$ cat src/rtl/spanel_pkg.sv
package spanel_pkg;
  localparam int DATA_W = 8;
  localparam int CNT_W  = 8;
  localparam int NIB_W  = DATA_W / 2;

  typedef logic [DATA_W-1:0] data_t;
  typedef logic [CNT_W-1:0]  cnt_t;

  typedef enum logic {CYC_WRITE = 1'b0, CYC_READ = 1'b1} cyc_kind_e;

  typedef struct packed {
    data_t data;
    cnt_t  preload;
    cnt_t  start;
  } ctl_word_t;

  // The strobe can only open when the threshold lies strictly below the preload.
  function automatic logic window_open(cnt_t start, cnt_t preload);
    return start < preload;
  endfunction

  function automatic logic last_count(cnt_t c);
    return c == '0;
  endfunction

  function automatic cnt_t next_count(cnt_t c);
    return c - cnt_t'(1);
  endfunction

  function automatic logic strobe_on(cnt_t c, cnt_t start, cnt_t preload);
    return window_open(start, preload) && !last_count(c) && (c <= start);
  endfunction

  function automatic data_t pin_map(data_t d, logic nib);
    data_t r;
    r = d;
    if (nib) r[DATA_W-1:NIB_W] = '0;
    return r;
  endfunction
endpackage

$ cat src/rtl/spanel_fields.sv
module spanel_fields
  import spanel_pkg::*;
(
  input  logic      clk,
  input  logic      rst_n,
  input  logic      cfg_we,
  input  logic      busy,
  input  ctl_word_t cfg_in,
  output ctl_word_t ctl_q
);
  logic take;
  assign take = cfg_we && !busy;

  always_ff @(posedge clk or negedge rst_n) begin
    if (!rst_n)    ctl_q <= '0;
    else if (take) ctl_q <= cfg_in;
  end
endmodule

$ cat src/rtl/spanel_pacer.sv
module spanel_pacer
  import spanel_pkg::*;
(
  input  logic      clk,
  input  logic      rst_n,
  input  logic      go,
  input  logic      go_read,
  input  cnt_t      preload,
  output cnt_t      cnt_q,
  output logic      busy,
  output cyc_kind_e kind_q,
  output logic      zero_cnt
);
  always_ff @(posedge clk or negedge rst_n) begin
    if (!rst_n) begin
      cnt_q  <= '0;
      busy   <= 1'b0;
      kind_q <= CYC_WRITE;
    end else if (busy) begin
      if (last_count(cnt_q)) busy  <= 1'b0;
      else                   cnt_q <= next_count(cnt_q);
    end else if (go) begin
      cnt_q  <= preload;
      busy   <= 1'b1;
      kind_q <= go_read ? CYC_READ : CYC_WRITE;
    end
  end

  assign zero_cnt = busy && last_count(cnt_q);
endmodule

$ cat src/rtl/spanel_strobe_gen.sv
module spanel_strobe_gen
  import spanel_pkg::*;
(
  input  logic busy,
  input  cnt_t cnt_q,
  input  cnt_t start,
  input  cnt_t preload,
  output logic e_out,
  output logic window_ok
);
  assign window_ok = window_open(start, preload);
  assign e_out     = busy && strobe_on(cnt_q, start, preload);
endmodule

$ cat src/rtl/spanel_bus.sv
module spanel_bus
  import spanel_pkg::*;
(
  input  logic      clk,
  input  logic      rst_n,
  input  data_t     data_q,
  input  logic      nibble_mode,
  input  logic      busy,
  input  cyc_kind_e kind_q,
  input  logic      zero_cnt,
  input  data_t     pd_in,
  output data_t     pd_out,
  output logic      pd_oe,
  output data_t     rd_data
);
  logic reading;
  assign reading = busy && (kind_q == CYC_READ);
  assign pd_out  = pin_map(data_q, nibble_mode);
  assign pd_oe   = !reading;

  always_ff @(posedge clk or negedge rst_n) begin
    if (!rst_n)                   rd_data <= '0;
    else if (reading && zero_cnt) rd_data <= pd_in;
  end
endmodule

$ cat src/rtl/spanel_strobe.sv
module spanel_strobe
  import spanel_pkg::*;
(
  input  logic       clk,
  input  logic       rst_n,
  input  logic       if_en,
  input  logic       cfg_we,
  input  logic [7:0] cfg_data,
  input  logic [7:0] cfg_preload,
  input  logic [7:0] cfg_start,
  input  logic       cmd_go,
  input  logic       cmd_read,
  input  logic       nibble_mode,
  input  logic [7:0] pd_in,
  output logic [7:0] pd_out,
  output logic       pd_oe,
  output logic       e_out,
  output logic       busy,
  output logic [7:0] rd_data
);
  ctl_word_t cfg_in, ctl_q;
  cnt_t      cnt_q;
  cyc_kind_e kind_q;
  logic      zero_cnt, window_ok, go;

  assign cfg_in = '{data: cfg_data, preload: cfg_preload, start: cfg_start};
  assign go     = cmd_go && if_en && !busy;

  spanel_fields u_fields (
    .clk(clk), .rst_n(rst_n), .cfg_we(cfg_we), .busy(busy),
    .cfg_in(cfg_in), .ctl_q(ctl_q)
  );

  spanel_pacer u_pacer (
    .clk(clk), .rst_n(rst_n), .go(go), .go_read(cmd_read),
    .preload(ctl_q.preload), .cnt_q(cnt_q), .busy(busy),
    .kind_q(kind_q), .zero_cnt(zero_cnt)
  );

  spanel_strobe_gen u_strobe (
    .busy(busy), .cnt_q(cnt_q), .start(ctl_q.start),
    .preload(ctl_q.preload), .e_out(e_out), .window_ok(window_ok)
  );

  spanel_bus u_bus (
    .clk(clk), .rst_n(rst_n), .data_q(ctl_q.data), .nibble_mode(nibble_mode),
    .busy(busy), .kind_q(kind_q), .zero_cnt(zero_cnt), .pd_in(pd_in),
    .pd_out(pd_out), .pd_oe(pd_oe), .rd_data(rd_data)
  );
endmodule

$ cat config.mk
export PLATFORM = sky130hd
export DESIGN_NAME = spanel_strobe
export DESIGN_NICKNAME = d
export VERILOG_FILES = /design/src/rtl/spanel_pkg.sv /design/src/rtl/spanel_fields.sv /design/src/rtl/spanel_pacer.sv /design/src/rtl/spanel_strobe_gen.sv /design/src/rtl/spanel_bus.sv /design/src/rtl/spanel_strobe.sv
export SDC_FILE = /design/constraint.sdc
export NUM_CORES = 1
export LEC_CHECK = 0
export ABC_AREA = 1
export BUFFER_PORTS_ARGS = -buffer_cell sky130_fd_sc_hd__buf_4
export CORE_MARGIN = 2
export CORE_UTILIZATION = 48
export DETAILED_ROUTE_END_ITERATION = 8
export MAX_ROUTING_LAYER = met4
export PLACE_DENSITY = 0.83
export SLEW_MARGIN = 20
export SYNTH_ARGS = -nofsm -noshare
export SYNTH_HDL_FRONTEND = slang
export SYNTH_SLANG_ARGS = --single-unit
$ cat constraint.sdc
create_clock -name clk -period 1.6 [get_ports clk]
set_input_delay 0.4 -clock clk [delete_from_list [all_inputs] [get_ports clk]]
set_output_delay 0.4 -clock clk [all_outputs]
set_load 0.01 [all_outputs]
### Word level (Yosys, flattened, before mapping)

Index checks and enable logic that the tools add are counted.

* register bits after elaboration: 42
* input bits: 39
* output and inout port bits: 19

* add/sub/neg operators: 1
* magnitude comparators: 2
* equal/unequal tests: 1
* mux-type cells: 8
* bitwise gates (word level): 1
* reduce and logical (&&, ||, !) cells: 16

Operators by type and width (count)
* $mux W8: 3
* $logic_and A1 B1 Y1: 9
* $le A8 B8 Y1: 1
* $logic_not A8 Y1: 1
* $lt A8 B8 Y1: 1
* $sub A8 B1 Y8 const B: 1
* $mux W1: 4
* $mux W4: 1
* $reduce_and A2 Y1: 2
* $logic_not A1 Y1: 3
* $ne A2 B2 Y1 const B: 1
* $reduce_bool A2 Y1: 1
* $not A1 Y1: 1

### Logic depth before layout (Yosys ltp)

Gate-level depths: netlist (run 1).

* word-level depth: 5
* mapped depth: 10

### By module

A second synthesis (run 1) with hierarchy kept.

* cell total of the unflattened synthesis: 337
* area total of the unflattened synthesis: 2608.8 um^2

By module, submodules not included
* spanel_fields: times used 1, cells each 105, area each 1048.5 um^2, seq. area each 600.6 um^2
* spanel_pacer: times used 1, cells each 101, area each 669.4 um^2, seq. area each 250.2 um^2
* spanel_strobe_gen: times used 1, cells each 80, area each 455.4 um^2, seq. area each 0.0 um^2
* spanel_bus: times used 1, cells each 49, area each 425.4 um^2, seq. area each 200.2 um^2
* spanel_strobe: times used 1, cells each 2, area each 10.0 um^2, seq. area each 0.0 um^2

### Least setup slack after synthesis (run 1)

Ideal clock, no wire load.

* kind: flip-flop to output port
* start: register u_pacer.cnt_q[7]
* end: output port e_out
* arrival: 1.261 ns
* required time: 1.200 ns
* path slack: -0.061 ns
* cell stages (with the launch flop): 8
* path buffers: 0
* path through: dfrtp_1 > ha_1 > nand2_1 > nor2_1 > nand3_1 > nor2_1 > a21oi_1 > nor2_1

* longest elaborated chain between the ends: 5
* elaborated cells between the ends (all ways): 6
* those cells by class: order compare: 1; reduce/logical: 5

RTL lines
* from (decl): line spanel_pacer.sv:9 `output cnt_t cnt_q,`
* from (signal assigned): line spanel_pacer.sv:21 `else cnt_q <= next_count(cnt_q);`
* from (signal assigned): line spanel_pacer.sv:23 `cnt_q <= preload;`
* parallel branches: the longest is 3 deep, another holds $le A8 B8 Y1
* $logic_and A1 B1 Y1 (*): line spanel_pkg.sv:31 `return window_open(start, preload) && !last_count(c) && (c <= start);`
* $logic_and A1 B1 Y1 (*): line spanel_strobe_gen.sv:12 `assign e_out = busy && strobe_on(cnt_q, start, preload);`
* to (decl): line spanel_strobe.sv:17 `output logic e_out,`

Every way passes the cells marked *.

### Worst setup path after layout (run 1)

* start: register u_pacer.cnt_q[5]
* end: output port e_out

The elaborated chain is that of the path after synthesis.

==> run_results.csv, run 1 <==
group,metric,value,unit
status,outcome,"finished with violations",
status,violations,"setup timing",
layout,diodes,0,
drt,wire_per_inst,12.9,µm
critical_path,crit_fanout,2,
power_and_ir_drop,peakVddDrop,0.000952,V
drt,via_per_inst,4.91,
yosys,ys_ff_latch,42,
floorplan,io_pins,58,
global_route,grt_overflow,0,
drt,wl,5630,µm
floorplan,coreArea,4750,µm²
cts,cts.sinks,42,
layout,fin_nets,424,
sta,max_clock_freq,477,MHz
global_route,grt_pass1_wl,9010,µm
layout,syn2layout_area_growth,41.9,%
layout,final_cells,436,
drt,ant_nets,0,
power_and_ir_drop,p_leak,1.79,nW
placement,gp_congestion,0.911,
job,cap_violations,0,
placement,place_area,3060,µm²
sta,holdWs,0.0777,ns
global_route,grt_max_degree,43,
sta,fin_ws,-0.497,ns
drt,drt_first_pass_iters,4,
yosys,yosys-top-cells-area,"dfrtp_1 44%, ha_1 8.9%, nand2_1 7.7%",
yosys,yosys.area.top_type,"dfrtp_1",
yosys,synth.distinct_cells,25,
sta,fin_skew,0.00286,ns
floorplan,die_w,74.6,µm
critical_path,cp-start-kind,"flop",
cts,cts.path.max_buffers,2,
hold_path,hp-class,"in2async",
floorplan,die-area,5570,µm²
sta,min_period,2.10,ns
cts,cts_made_buffers,5,
drt,drt_iter0_drc,89,
cts,cts_tree,"built",
yosys,seq_area_frac_synth,0.439,
critical_path,critical_path_class,"reg2out",
sta,worst_pin_slew,0.540,ns
sta,relSlewSlack,0.640,
critical_path,crit_required,1.20,ns
critical_path,cp.arrival,1.70,ns
floorplan,initial_core_util,0.503,
yosys,synth_cells,277,
cts,path_clk_slew,0.08,ns
yosys,synth.avg_cell_area,8.64,µm²
sta,fin_crit_sh,1.31,
yosys,ys_warn_count,0,
layout,fin_area,3400,µm²
power_and_ir_drop,cellPowerDensity,2060,nW/µm²
global_route,antenna_found_initial,0,
floorplan,rows,25,
cts,cts_root_buffer,"clkbuf_8",
yosys,syn_area,2390,µm²
yosys,syn_nets,333,
critical_path,endpoint_kind,"primary output",
yosys,synth_top_area_frac,0.439,
global_route,grt_pass1_vias,2077,
cts,clk_latency,0.30,ns
layout,drive_gt1_frac,0.434,
sta,rsz0062_at_grt,"true",
drt,vias,2140,
drt,drc,0,
global_route,grt_use_total,0.220,
layout,final_core_util,0.714,
cts,htreeDepth,2,
floorplan,die_h,74.6,µm
placement,portBuffers,57,
sta,hold_viol_final,0,
placement,placedCellCount,422,
power_and_ir_drop,finalPower,7.00,mW
sta,setup_viol_count_final,3,
sta,slew_violations,0,
cts,hold_buffers,0,
placement,dp_hpwl,3890,µm
==> cells by family after synthesis <==
kind of cell	count (synthesis)	synth area share
DFF	42	0.439
and+or+nand+nor	110	0.213
buffers and inverters	55	0.111
AOI/OAI and AO/OA	46	0.114
xor gates and xnor gates	1	0.00366
muxes	6	0.0298
adders and majority gates	17	0.0889
==> cell type report <==
class                      count  area (µm²)
multi-input combinational    181        1250
sequential                    42        1050
tap                           67        83.8
clock inverter                 3        43.8
clock buffer                   5        68.8
inverter                      44         168
timing repair buffer          94         733
fill                         366        1360
==> cells in the mapped netlist <==
library cell  number
nor3_4             1
buf_6              4
mux2_2             5
inv_2              3
inv_4              1
nand4_2            1
xor2_1             1
nand3_1           11
ha_1              17
inv_1             40
dfrtp_1           42
nor2_1            34
a21o_1             1
a21oi_1           26
buf_4              7
nand2_2            4
nand2_4            2
nor3_1             2
o21ai_2           11
nand4_1            1
o21ai_0            8
nor2_4             1
nand3_2            4
mux2_4             1
nand2_1           49
==> sequential cells by signal (all words and copies together) (netlist names) <==
name,count
u_pacer.cnt_q,8
u_pacer.busy,1
u_bus.rd_data,8
u_fields.ctl_q,24
u_pacer.kind_q,1
==> what timing repair did <==
item	in CTS	in global routing
cloned	0	1
resized for setup	9	27
pin swaps	5	15
endpoints found under the setup margin	2	13
buffers inserted	2	3
==> critical path: stages, from the launching register on <==
cell	delay (ns)
dfrtp_1	0.44
ha_4	0.30
nand2_4	0.05
nor2_4	0.13
nand3_2	0.09
nor2_2	0.10
a21oi_2	0.04
nor2_2	0.12
buf_6	0.12
==> final timing paths <==
kind                             startpoint           endpoint  cells past startpoint  slack (ns)
max                        u_pacer.cnt_q[5]              e_out                      8       -0.50
min                                   rst_n  u_fields.ctl_q[2]                      1        0.08
max reg2reg                u_pacer.cnt_q[5]   u_pacer.cnt_q[3]                     11       -0.02
min reg2reg                u_bus.rd_data[0]   u_bus.rd_data[0]                      2        0.49
max in group asynchronous             rst_n       u_pacer.busy                      1        1.13
min in group clk                   cmd_read     u_pacer.kind_q                      2        0.32
==> stage by stage <==
| stage | TNS [ns] | worst slack [ns] |
|---|---|---|
| finish | -0.527 | -0.497 |
| global route | -0.848 | -0.562 |
| CTS | -0.516 | -0.516 |
| detailed placement | -0.211 | -0.211 |
| global placement | -0.182 | -0.182 |
| floorplan | -0.0353 | -0.0353 |
==> layer usage <==
metal / track usage / vias to the layer above / wire [µm]
met3: 0.0589 / 12 / 224
li1: - / 1057 / -
met2: 0.384 / 73 / 2960
met5: - / - / 0
met1: 0.252 / 998 / 2330
met4: 0.0536 / 0 / 121
==> power by group <==
part           switching (mW)  internal [mW]
logic                    2.14           2.08
registers               0.337           1.59
clock network           0.393          0.468
==> layout by cell type, fill, tap and decap left out, types with 2 or more instances in the layout <==
cell and count:
nand3_2 5, nand2_4 3, mux2_2 5, nor2_1 30, a21oi_1 24, inv_1 35, nand2_1 46, ha_4 6
ha_1 10, nand2_8 3, buf_6 4, buf_4 89, dfrtp_1 41, o21ai_2 11, nor2_2 2, clkbuf_8 5
nor3_1 2, inv_2 8, o21ai_0 8, nand3_1 10, nand2_2 4, a21oi_2 2, nor2_4 3
(Power assumes the default switching activity.)
==> run 2, diff against run 1 <==
--- a/config.mk
+++ b/config.mk
@@ -9,3 +9,3 @@
 export BUFFER_PORTS_ARGS = -buffer_cell sky130_fd_sc_hd__buf_4
-export CORE_MARGIN = 2
+export CORE_MARGIN = 4
 export CORE_UTILIZATION = 48
==> constraint.sdc (replaced) <==
create_clock -name clk -period 1.6 [get_ports clk]
set_input_delay 0.32 -clock clk [delete_from_list [all_inputs] [get_ports clk]]
set_output_delay 0.32 -clock clk [all_outputs]
set_load 0.01 [all_outputs]
==> run 2 against run 1 <==
Effect of this change:
- the flow still finishes with violations (setup timing)
- sequential cell count unchanged
- largest cell class unchanged
- global-route usage decreased by 5.0 points
- utilization fell by 2.9 points
- non-clock buffer count fell by 10
- critical path depth stayed put
- first-iteration DRC count grew 18%
==> run_results.csv, run 2 (synthesis gave the netlist of run 1 again) <==
group,metric,value,unit
status,outcome,"finished with violations",
status,violations,"setup timing",
power_and_ir_drop,peakVddDrop,0.00106,V
drt,ant_nets,0,
placement,placedCellCount,413,
cts,path_clk_slew,0.08,ns
floorplan,rows,25,
placement,dpl_worst_slack,-0.0949,ns
cts,cts.path.max_buffers,2,
layout,largest_reg_flops,24,
floorplan,die-area,6180,µm²
cts,cts.sinks,42,
critical_path,endpoint_kind,"primary output",
layout,top_register,"u_fields.ctl_q",
critical_path,cp.arrival,1.71,ns
placement,dp_hpwl,3880,µm
critical_path,r2r_setup_slack,0.12,ns
floorplan,die_w,78.6,µm
hold_path,hp-class,"in2async",
sta,rsz0062_at_grt,"true",
drt,drt_first_pass_iters,6,
global_route,grt_use_total,0.170,
sta,relSlewSlack,0.652,
critical_path,crit_required,1.28,ns
layout,final_core_util,0.685,
sta,max_clock_freq,493,MHz
cts,cts_root_buffer,"clkbuf_8",
job,cap_violations,0,
cts,htreeDepth,2,
critical_path,slowest_stage,"dfrtp_1",
floorplan,initial_core_util,0.500,
layout,fillers,387,
layout,fin_nets,413,
layout,final_cells,425,
critical_path,rr_worst_depth,9,
sta,worst_pin_slew,0.521,ns
placement,portBuffers,57,
layout,syn2layout_area_growth,37.1,%
sta,fin_ws,-0.427,ns
sta,hold_viol_final,0,
critical_path,critical_path_class,"reg2out",
global_route,grt_pass1_vias,2001,
critical_path,timing.rr.end,"u_bus.rd_data[3]",
layout,reg_top3,"u_fields.ctl_q (24), u_bus.rd_data (8), u_pacer.cnt_q (8)",
power_and_ir_drop,p_leak,1.71,nW
sta,fin_crit_sh,1.27,
layout,final_common_cell,"buf_4",
power_and_ir_drop,finalPower,6.67,mW
cts,clk_latency,0.29,ns
cts,cts_tree,"built",
critical_path,crit_chain,"buf_4, ha_2, inv_1, nor3_2, nor2_1, nand2_1, nor2_1, buf_4",
sta,slew_violations,0,
cts,hold_buffers,0,
sta,fin_skew,0.00750,ns
critical_path,crit_fanout,2,
critical_path,cp-start-kind,"flop",
power_and_ir_drop,cellPowerDensity,2030,nW/µm²
global_route,antenna_found_initial,0,
drt,wl,5320,µm
layout,drive_gt1_frac,0.419,
layout,layout_common_cells,"81 x buf_4, 47 x nand2_1, 41 x dfrtp_1",
placement,gp_congestion,0.870,
drt,drc,0,
critical_path,slowest_delay,0.40,ns
layout,diodes,0,
floorplan,io_pins,58,
drt,vias,2040,
sta,setup_viol_count_final,1,
sta,min_period,2.03,ns
drt,via_per_inst,4.80,
floorplan,die_h,78.6,µm
drt,wire_per_inst,12.5,µm
critical_path,rr_startpoint,"u_pacer.cnt_q[1]",
drt,drt_iter0_drc,105,
global_route,grt_pass1_wl,8290,µm
sta,holdWs,0.00314,ns
critical_path,endpoint,"e_out",
floorplan,coreArea,4790,µm²
critical_path,timing.critical_path.from,"u_fields.ctl_q[6]",
cts,cts_made_buffers,5,
global_route,grt_overflow,0,
global_route,grt_max_degree,43,
run 2: changes by cell type in the layout (fill, tap and decap cells not counted), sizes merged:
cell	change
clkinv	-1
nand2	-1
inv	-1
buf	-10
clkinvlp	+1
clkbuf	+1
run 2: final cells by class:
class	instances	area, µm²	area share
multi-input combinational	180	1220	0.371
sequential	42	1050	0.321
timing repair buffer	84	651	0.198
inverter	44	168	0.0511
tap	67	83.8	0.0256
clock buffer	6	72.6	0.0221
clock inverter	2	37.5	0.0114
run 2: routing by layer:
| metal | up-vias | routed length, µm | global-route usage |
|---|---|---|---|
| met5 | - | 0 | - |
| met4 | 0 | 7 | 0.0262 |
| met3 | 2 | 257 | 0.0378 |
| met2 | 45 | 2900 | 0.314 |
| met1 | 961 | 2160 | 0.192 |
| li1 | 1032 | - | - |
run 2: report_power, final:
part,switching (mW),leakage [nW],internal (mW),total (mW)
combinational,2.04,1.20,1.88,3.92
sequential,0.334,0.459,1.59,1.92
clock,0.366,0.0514,0.466,0.832
total,2.74,1.71,3.93,6.67
run 2: repair_timing:
| item | in CTS | in global routing |
|---|---|---|
| setup endpoints to repair | 1 | 12 |
| gates resized for setup | 1 | 31 |
| pin swaps | 1 | 13 |
| setup buffers | 0 | 4 |
| endpoints found under the hold margin | 0 | 0 |
run 2: worst min path at each step:
stage	startpoint	endpoint	depth (start not counted)
2_1_floorplan	rst_n	u_bus.rd_data[0]	0
3_3_place_gp	rst_n	u_fields.ctl_q[14]	1
3_5_place_dp	rst_n	u_fields.ctl_q[14]	1
4_1_cts	rst_n	u_fields.ctl_q[14]	1
5_1_grt	rst_n	u_fields.ctl_q[13]	1
6_report	rst_n	u_fields.ctl_q[13]	1
run 2: metrics by stage:
step | TNS (ns) | area (µm²)
2_1_floorplan | 0 | 2390
3_3_place_gp | -0.0689 | 2990
3_5_place_dp | -0.0949 | 2990
4_1_cts | -0.411 | 3110
5_1_grt | -0.517 | 3280
6_report | -0.427 | 3280
run 2: critical path, delay by kind of cell, from the launching register on:
family | cells | cell delay (ns)
flops | 1 | 0.40
fa+ha+maj | 1 | 0.30
buf+inv | 3 | 0.34
simple gates | 4 | 0.39
==> run 3, diff against run 2 <==
Settings changed: ABC_AREA 1 to unset, CORE_UTILIZATION 48 to 47, PLACE_DENSITY 0.83 to 0.82.
==> run 3 against run 2 <==
Effect of this change:
- the run ends with hold timing, setup timing left
- sequential cell count stayed put
- sequential power is 9% lower
- critical path depth is 1 lower
- clock skew is 0.0017 ns lower
- register-to-register slack worse by 0.51 ns
- die area is 4.9% lower
- routed wire length is 5.9% lower
- hold slack worse by 0.0034 ns
- total power is 23% lower
==> run_results.csv, run 3 <==
group,metric,value,unit
yosys,ys_warn_count,0,
placement,gp_congestion,0.821,
drt,wire_per_inst,14.3,µm
yosys,seq_area_frac_synth,0.474,
yosys,synth_commonest_cells,"42 x dfrtp_1, 23 x o21ai_0, 17 x ha_1, 17 x nand2_1, 16 x inv_1",
drt,ant_nets,0,
global_route,use_met2,0.276,
layout,largest_reg_flops,24,
layout,top_register,"u_fields.ctl_q",
critical_path,crit_fanout,2,
sta,relSlewSlack,0.645,
yosys,synth_edf_count,0,
sta,worst_pin_slew,0.532,ns
layout,fin_area,3120,µm²
sta,setup_viol_count_final,14,
floorplan,die-area,5880,µm²
drt,drt_first_pass_iters,4,
yosys,synth_cells,210,
drt,wl,5010,µm
global_route,gr-usage-met1,0.213,
floorplan,coreArea,4470,µm²
critical_path,cp-start-kind,"flop",
cts,htreeDepth,2,
yosys,yosys.area.top_type,"dfrtp_1",
layout,syn2layout_area_growth,40.9,%
critical_path,crit_required,1.28,ns
layout,fin_nets,353,
layout,diodes,0,
yosys,yosys-top-cells-area,"dfrtp_1 47%, ha_1 9.6%, mux2_2 5.6%",
status,violations,"hold timing, setup timing",
yosys,ys_ff_latch,42,
floorplan,initial_core_util,0.496,
yosys,syn_nets,266,
status,outcome,"finished with violations",
layout,layout_common_cells,"87 x buf_4, 42 x dfrtp_1, 21 x o21ai_0",
cts,cts_root_buffer,"clkbuf_8",
global_route,grt_overflow,0,
critical_path,endpoint_kind,"primary output",
sta,fin_ws,-0.602,ns
drt,drc,0,
sta,min_period,2.20,ns
yosys,synth_top_family_by_area,"simple AND/OR/NAND/NOR gates",
global_route,grt_use_met3,0.0527,
yosys,synth_compound_area_frac,0.110,
yosys,synthSimpleGateAreaFrac,0.130,
drt,via_per_inst,5.27,
floorplan,die_w,76.7,µm
cts,cts_tree,"built",
layout,final_core_util,0.698,
sta,fin_skew,0.00579,ns
cts,hold_buffers,0,
cts,cts.path.max_buffers,2,
yosys,synth.distinct_cells,36,
sta,fin_crit_sh,1.38,
floorplan,io_pins,58,
sta,slew_violations,0,
job,cap_violations,0,
yosys,synth_most_common_cell,"dfrtp_1",
yosys,dominantRegCellSynth,"dfrtp_1",
layout,reg_top3,"u_fields.ctl_q (24), u_bus.rd_data (8), u_pacer.cnt_q (8)",
power_and_ir_drop,finalPower,5.17,mW
sta,setup_tns,-4.10,ns
drt,drt_iter0_drc,84,
cts,clk_latency,0.29,ns
placement,dp_hpwl,3670,µm
global_route,grt_max_degree,43,
placement,place_area,2910,µm²
yosys,synth.area.mux_share,0.128,
drt,vias,1846,
yosys,async_reset_ff_frac,1.00,
hold_path,hp-class,"in2async",
global_route,grt_pass1_vias,1869,
global_route,top_usage_layer,"met2",
cts,cts_made_buffers,5,
global_route,antenna_found_initial,0,
yosys,synth.avg_cell_area,10.6,µm²
sta,hold_viol_final,1,
yosys,synth-xor-area-share,0.00395,
cts,cts.sinks,42,
layout,final_common_cell,"buf_4",
yosys,syn_area,2220,µm²
power_and_ir_drop,peakVddDrop,0.000928,V
yosys,synthAdderAreaFrac,0.0959,
global_route,grt_pass1_wl,8240,µm
yosys,synth_top_area_frac,0.474,
placement,portBuffers,57,
placement,placedCellCount,338,
sta,holdWs,-0.000249,ns
floorplan,die_h,76.7,µm
critical_path,critical_path_class,"reg2out",
sta,max_clock_freq,454,MHz
cts,path_clk_slew,0.07,ns
placement,dpl_worst_slack,-0.447,ns
power_and_ir_drop,p_leak,1.49,nW
layout,final_cells,350,
layout,drive_gt1_frac,0.456,
global_route,grt_use_total,0.178,
sta,rsz0062_at_grt,"true",
floorplan,rows,24,
power_and_ir_drop,cellPowerDensity,1650,nW/µm²
critical_path,cp.arrival,1.88,ns
## run 3: cell count changes in the layout (fill, tap and decap cells not counted), sizes merged, moves of 3 or more
cell and change:
a21oi -13, buf +7, inv -28, mux2 +13, mux2i +4, nand2 -38
nand2b +3, nand3 -11, nor2 -26, nor2b +6, o21ai +4
## run 3: cell type report
class | count | area [µm²]
repair buffers | 91 | 701
clock inverters | 1 | 5.00
fillers | 340 | 1350
clock buffers | 7 | 86.3
flip-flops and latches | 42 | 1050
inverters | 17 | 63.8
well taps | 52 | 65.1
multi-input cells | 140 | 1150
## run 3: repair_timing
action,in CTS,in global routing
setup buffers,1,5
endpoints found under the hold margin,0,0
cloned,0,0
pin swaps,5,7
resized for setup,12,9
endpoints found under the setup margin,12,19
## run 3: worst max-delay path, stage by stage (launching register included)
cell and delay (ns):
dfrtp_1 0.40, inv_2 0.08, ha_4 0.12, or4b_4 0.47, o21ai_4 0.16, nor3_2 0.05
and4b_1 0.18, buf_6 0.12
## run 3: worst paths after layout
check / from / slack, ns / endpoint / depth (start not counted)
max: u_pacer.cnt_q[0] / -0.60 / e_out / 7
min: rst_n / -0.0002 / u_fields.ctl_q[16] / 1
min in group clk: cfg_preload[5] / 0.22 / u_fields.ctl_q[13] / 3
max in group asynchronous: rst_n / 1.23 / u_bus.rd_data[6] / 1
max reg2reg: u_pacer.cnt_q[0] / -0.39 / u_bus.rd_data[2] / 5
min reg2reg: u_fields.ctl_q[21] / 0.50 / u_fields.ctl_q[21] / 1
## run 3: per-layer routing
metal,vias to the layer above,wire length [µm],part of all wire
li1,906,-,-
met1,891,2160,0.43
met2,39,2500,0.50
met3,10,226,0.045
met4,0,119,0.024
met5,-,0,0
## run 3: cells by family after synthesis
group           count (synthesis)
xor+xnor                        1
mux                            23
simple gates                   55
buf+inv                        28
flops                          42
compound gates                 44
fa+ha+maj                      17
## run 3: report_power, final
part	switching, mW	internal, mW	total [mW]
clock	0.353	0.348	0.701
combinational	1.25	1.47	2.73
sequential	0.246	1.49	1.74
